### config.mk
export PLATFORM = sky130hd
export DESIGN_NAME = mbox_irq
export DESIGN_NICKNAME = d
export VERILOG_FILES = /design/src/rtl/mbox_irq.sv
export SDC_FILE = /design/constraint.sdc
export NUM_CORES = 1
export LEC_CHECK = 0
export BUFFER_PORTS_ARGS = -buffer_cell sky130_fd_sc_hd__buf_2
export CAP_MARGIN = 20
export CORE_AREA = 5 5 42 44
export CTS_CLUSTER_DIAMETER = 50
export DETAILED_ROUTE_END_ITERATION = 7
export DIE_AREA = 0 0 47 49
export PLACE_DENSITY_LB_ADDON = 0.05
export SLEW_MARGIN = 15
export SYNTH_ARGS = -nofsm -noshare
export SYNTH_HDL_FRONTEND = slang
export SYNTH_SLANG_ARGS = --single-unit
export TNS_END_PERCENT = 30
### constraint.sdc
create_clock -name clk -period 0.8 [get_ports clk]
set_input_delay 0.24 -clock clk [delete_from_list [all_inputs] [get_ports clk]]
set_output_delay 0.24 -clock clk [all_outputs]
set_load 0.01 [all_outputs]
### src/rtl/mbox_irq.sv
module mbox_irq #(
  parameter int ADDR_W = 12
) (
  input  logic              clk,
  input  logic              rst_n,
  input  logic              l_en,
  input  logic              l_wr,
  input  logic              l_rd,
  input  logic [ADDR_W-1:0] l_addr,
  input  logic              l_busy,
  input  logic              r_en,
  input  logic              r_wr,
  input  logic              r_rd,
  input  logic [ADDR_W-1:0] r_addr,
  input  logic              r_busy,
  output logic              l_irq_n,
  output logic              r_irq_n
);
  localparam logic [ADDR_W-1:0] R_BOX = '1;
  localparam logic [ADDR_W-1:0] L_BOX = R_BOX - 1'b1;

  logic l_go, r_go;
  logic set_r, clr_r, set_l, clr_l;
  logic pend_l, pend_r;

  assign l_go  = l_en & ~l_busy;
  assign r_go  = r_en & ~r_busy;

  assign set_r = l_go & l_wr & (l_addr == R_BOX);
  assign clr_r = r_go & r_rd & (r_addr == R_BOX);
  assign set_l = r_go & r_wr & (r_addr == L_BOX);
  assign clr_l = l_go & l_rd & (l_addr == L_BOX);

  always_ff @(posedge clk or negedge rst_n) begin
    if (!rst_n) begin
      pend_l <= 1'b0;
      pend_r <= 1'b0;
    end else begin
      if (set_l)      pend_l <= 1'b1;
      else if (clr_l) pend_l <= 1'b0;
      if (set_r)      pend_r <= 1'b1;
      else if (clr_r) pend_r <= 1'b0;
    end
  end

  assign l_irq_n = ~pend_l;
  assign r_irq_n = ~pend_r;
endmodule

==> results.sh, run 1 <==
export IMPL_status="complete, but fails checks"
export IMPL_violations="negative setup slack"
export IMPL_detail_route_iter0_violations=3
export IMPL_syn_to_final_growth_pct=159
export IMPL_groute_usage_overall_pct=8.23
export IMPL_finalWorstSetupSlack_ns=-0.192
export IMPL_tightest_slew_ns=0.274
export IMPL_initial_core_util_pct=12.1
export IMPL_dr_pass1_iters=2
export IMPL_power_leakage_nw=0.225
export IMPL_setup_viol=4
export IMPL_seq_area_frac_synth_pct=29.4
export IMPL_ir_worst_vdd_v=0.000682
export IMPL_power_density_nw_per_um2=978
export IMPL_cp_max_fo=2
export IMPL_grt_pass1_wl_mm=1.34
export IMPL_via_count=332
export IMPL_worst_setup_path_end_kind="primary output"
export IMPL_routed_wl_um=901
export IMPL_met1_length_um=321
export IMPL_drc_errors=0
export IMPL_hpwl_um=805
export IMPL_place_congestion=0.598
export IMPL_wl_met2_um=426
export IMPL_fp_dieW_um=47
export IMPL_rsz0062_at_grt="true"
export IMPL_fin_cells=79
export IMPL_htreeDepth=1
export IMPL_clk_pin_slew_worst_paths_ns=0.03
export IMPL_die_h_um=49
export IMPL_syn_nets=54
export IMPL_cts_tree="done"
export IMPL_numCtsBuffers=3
export IMPL_crit_type="register to primary output"
export IMPL_synth_cell_type_count=9
export IMPL_io_buffer_count=35
export IMPL_drive_gt1_share_pct=69.8
export IMPL_layout_commonest_cell="buf_2"
export IMPL_dp_cells=73
export IMPL_hp_class="input port to asynchronous set/reset pin"
export IMPL_worst_setup_path_start_kind="register"
export IMPL_nets=99
export IMPL_fmax_ghz=1.01
export IMPL_slew_violations=0
export IMPL_cts_buffer_depth=2
export IMPL_max_cap_viol_count=0
export IMPL_slew_headroom_pct=81.5
export IMPL_wl_per_cell_um=11.4
export IMPL_worstPathArrival_ns=0.75
export IMPL_cts_root_buf="clkbuf_4"
export IMPL_grt_overflow=0
export IMPL_grt_pass1_vias=361
export IMPL_die_area_um2=2300
export IMPL_final_util_pct=31.4
export IMPL_synth_seq_cells=2
export IMPL_ant_nets=0
export IMPL_synth_area_um2=170
export IMPL_hold_viol=0
export IMPL_insertion_delay_ns=0.22
export IMPL_io_pins=36
export IMPL_wl_met3_um=153
export IMPL_antenna_found_initial=0
export IMPL_period_needed_ns=0.992
export IMPL_dr_max_layer_used="met3"
export IMPL_skew_ns=0
export IMPL_cts_sinks=2
export IMPL_row_count=14
export IMPL_finalPower_uw=431
export IMPL_avgSynthCellArea_um2=8.51
export IMPL_core_area_um2=1400
export IMPL_mostFrequentLayoutCells="33 x buf_2, 4 x nand4_1, 4 x buf_4"
export IMPL_required_ns=0.56
export IMPL_fin_crit_sh_pct=124
export IMPL_synthCells=20
export IMPL_post_drt_via_cell_ratio=4.20
export IMPL_diodes=0
export IMPL_ys_warn_count=0
export IMPL_grt_max_degree=3
==> timing repair <==
action / in CTS / in global routing
buffers inserted: 1 / 1
hold buffers: 1 / 0
gates resized for setup: 3 / 3
hold endpoints to repair: 2 / 0
setup endpoints to repair: 4 / 4
==> critical path, cell delays in order, from the launching register on <==
cell and delay, ns:
dfrtp_1 0.36, inv_2 0.07, buf_6 0.10
==> layout make-up <==
type / instances / area (um2)
Sequential cell: 2 / 50.0
Multi-Input combinational cell: 16 / 113
Timing Repair Buffer: 40 / 228
Tap cell: 16 / 20.0
Fill cell: 163 / 961
Inverter: 2 / 7.51
Clock buffer: 3 / 22.5
==> routing by layer <==
layer	vias up	global-route usage, %
met5	-	0
met1	138	8.11
met3	0	7.01
met4	0	0
met2	21	13.8
li1	173	-
==> worst paths after layout <==
kind / slack, ns / cells past startpoint / from / endpoint
min in group clk: 0.38 / 4 / l_addr[8] / pend_l
setup reg to reg: 0.09 / 3 / pend_r / pend_r
setup / recovery: -0.19 / 2 / pend_l / l_irq_n
hold / removal: 0.33 / 2 / rst_n / pend_l
max in group asynchronous: 0.37 / 2 / rst_n / pend_r
hold reg to reg: 0.63 / 3 / pend_l / pend_l
==> state kept, by name, indices dropped and copies added, names as in the netlist <==
name,flops
pend_l,1
pend_r,1
==> cell families (layout without fill, tap and decap cells) <==
family / count (synthesis) / after routing / share of synthesized area, %
simple gates: 14 / 14 / 60.3
compound gates: 2 / 2 / 5.88
buf+inv: 2 / 45 / 4.41
flops: 2 / 2 / 29.4
==> report_power, final <==
group          switching [mW]  leakage [nW]  internal (mW)  total [mW]
registers            0.000106        0.0175          0.102       0.102
clock network          0.0585        0.0138          0.166       0.224
logic                  0.0312         0.193         0.0732       0.104
==> cell usage after synthesis (all sizes together) <==
cell type / instances / area, um2
nand3: 2 / 10.0
dfrtp: 2 / 50.1
nand4: 4 / 25.0
nor4: 2 / 12.5
nand4bb: 2 / 22.5
o21ai: 2 / 10.0
inv: 2 / 7.51
nand4b: 2 / 17.5
or4: 2 / 15.0
==> per-stage QoR <==
step / hold slack (ns) / area (um2) / worst slack (ns) / setup TNS [ns]
5_1_grt: 0.340 / 440 / -0.218 / -0.704
2_1_floorplan: -0.0556 / 170 / -0.182 / -0.364
4_1_cts: 0.333 / 427 / -0.207 / -0.610
3_3_place_gp: 0.0303 / 380 / -0.362 / -0.687
6_report: 0.332 / 440 / -0.192 / -0.569
3_5_place_dp: 0.0285 / 380 / -0.348 / -0.679
Note: power is estimated with default switching activity, not from simulation.
==> run 2: changes to the inputs <==
BUFFER_PORTS_ARGS = default   (was -buffer_cell sky130_fd_sc_hd__buf_2)
CELL_PAD_IN_SITES_DETAIL_PLACEMENT = 1   (was default)
CELL_PAD_IN_SITES_GLOBAL_PLACEMENT = 1   (was default)
DONT_BUFFER_PORTS = 1   (was default)
==> run 2 against run 1 <==
Effect of this change:
- the flow still finishes with violations (negative setup slack)
- setup slack gained 0.095 ns
- maximum frequency grew 11%
- die area is the same
- wire length shrank 28%
- flip-flop and latch count is the same
- final cell count shrank 49%
- sequential share of layout area grew 11 points
- largest cell class is now multi-input gates
==> results.sh, run 2 (same netlist as run 1, synthesis figures left out) <==
export IMPL_power_density_nw_per_um2=1520
export IMPL_place_congestion=0.628
export IMPL_fp_dieW_um=47
export IMPL_fin_cells=40
export IMPL_reg2reg_from="pend_r"
export IMPL_multi_input_area_um2=113
export IMPL_crit_type="register to primary output"
export IMPL_fin_crit_sh_pct=112
export IMPL_fillCellCount=170
export IMPL_post_drt_via_cell_ratio=5.20
export IMPL_cts_tree="done"
export IMPL_violations="negative setup slack"
export IMPL_setup_tns_ns=-0.255
export IMPL_timing_rr_end="pend_r"
export IMPL_drive_gt1_share_pct=20.8
export IMPL_hold_viol=0
export IMPL_max_cap_viol_count=0
export IMPL_grt_overflow=0
export IMPL_mostFrequentLayoutCells="4 x nand4_1, 3 x clkbuf_4"
export IMPL_hp_class="input port to asynchronous set/reset pin"
export IMPL_initial_core_util_pct=12.1
export IMPL_slew_headroom_pct=80.0
export IMPL_postCtsSetupBuffers=0
export IMPL_groute_usage_overall_pct=5.49
export IMPL_status="complete, but fails checks"
export IMPL_cts_root_buf="clkbuf_4"
export IMPL_numCtsBuffers=3
export IMPL_via_count=208
export IMPL_rsz0062_at_grt="true"
export IMPL_drc_errors=0
export IMPL_required_ns=0.56
export IMPL_hpwl_um=602
export IMPL_htreeDepth=1
export IMPL_dr_pass1_iters=1
export IMPL_cts_buffer_depth=2
export IMPL_worstPathArrival_ns=0.66
export IMPL_grt_pass1_wl_um=869
export IMPL_dp_cells=36
export IMPL_power_leakage_nw=0.0633
export IMPL_finalWorstSetupSlack_ns=-0.0967
export IMPL_fmax_ghz=1.12
export IMPL_die_h_um=49
export IMPL_layout_area_seq_um2=50.0
export IMPL_die_area_um2=2300
export IMPL_ant_nets=0
export IMPL_grt_max_degree=3
export IMPL_ir_worst_vdd_v=0.000407
export IMPL_clk_pin_slew_worst_paths_ns=0.03
export IMPL_cp_max_fo=2
export IMPL_critPathMaxStageDelay_ns=0.36
export IMPL_io_pins=36
export IMPL_nets=60
export IMPL_layout_commonest_cell="nand4_1"
export IMPL_skew_ns=0
export IMPL_diodes=0
export IMPL_worst_setup_path_start_kind="register"
export IMPL_routed_wl_um=648
export IMPL_worst_setup_path_end_kind="primary output"
export IMPL_io_buffer_count=0
export IMPL_period_needed_ns=0.897
export IMPL_tightest_slew_ns=0.298
export IMPL_critPathBufInv=1
export IMPL_setup_viol=4
export IMPL_crit_chain="inv_2"
export IMPL_core_area_um2=1400
export IMPL_placed_area_um2=190
export IMPL_insertion_delay_ns=0.22
export IMPL_slew_violations=0
export IMPL_syn_to_final_growth_pct=30.9
export IMPL_row_count=14
export IMPL_r2r_slack_ns=0.13
export IMPL_antenna_found_initial=0
export IMPL_biggestRegsByFlops="pend_l (1), pend_r (1)"
export IMPL_cts_sinks=2
export IMPL_critical_path_slowest_cell="dfrtp_1"
export IMPL_cp_top_family="flip-flops"
export IMPL_rr_worst_depth=2
export IMPL_startpoint="pend_r"
export IMPL_detail_route_iter0_violations=0
export IMPL_wl_per_cell_um=16.2
export IMPL_finalInstanceArea_um2=223
export IMPL_grt_pass1_vias=255
-- run 2: cell types whose count changed in the layout (fill, tap and decap cells not counted), sizes merged --
cell | before | now
buf | 39 | 0
-- run 2: per-stage QoR --
step / util (%) / hold slack (ns) / power (mW) / setup slack [ns]
global route: 15.9 / 0.261 / 0.366 / -0.127
floorplan: - / -0.0556 / 0.118 / -0.182
global placement: 13.6 / -0.0555 / 0.120 / -0.257
detailed placement: 13.6 / -0.0555 / 0.120 / -0.273
CTS: 15.9 / 0.251 / 0.353 / -0.112
finish: 15.9 / 0.258 / 0.338 / -0.0967
-- run 2: routing by layer --
| layer | share of wire (%) | vias up | wire, um | GRT usage [%] |
|---|---|---|---|---|
| met2 | 54 | 22 | 348 | 9.73 |
| met4 | 0 | 0 | 0 | 5.53 |
| met3 | 21 | 0 | 135 | 1.11 |
| met5 | 0 | - | 0 | 0 |
| li1 | - | 94 | - | - |
| met1 | 25 | 92 | 164 | 4.39 |
-- run 2: how the worst max path moves through the flow --
stage          endpoint  slack, ns  cells past startpoint
2_1_floorplan    pend_l      -0.18                      3
3_3_place_gp     pend_l      -0.26                      3
3_5_place_dp     pend_l      -0.27                      3
4_1_cts         r_irq_n      -0.11                      1
5_1_grt         r_irq_n      -0.13                      1
6_report        r_irq_n       -0.1                      1
-- run 2: final cells by class --
class                   instances  area share (%)
well taps                      16            8.99
inverters                       2            3.37
repair buffers                  1            4.49
flip-flops and latches          2            22.5
multi-input cells              16            50.6
clock buffers                   3            10.1
-- run 2: report_power, final --
part	internal (mW)	switching (mW)	total [mW]	leakage, nW
Clock	0.165	0.0495	0.214	0.0138
Sequential	0.102	0.0000966	0.102	0.0175
Combinational	0.0140	0.00755	0.0215	0.0320
Total	0.281	0.0572	0.338	0.0633
-- run 2: repair_timing --
| action | CTS | global route |
|---|---|---|
| setup endpoints to repair | 4 | 4 |
| hold endpoints to repair | 2 | 0 |
| resized for setup | 2 | 0 |
| hold buffers | 1 | 0 |
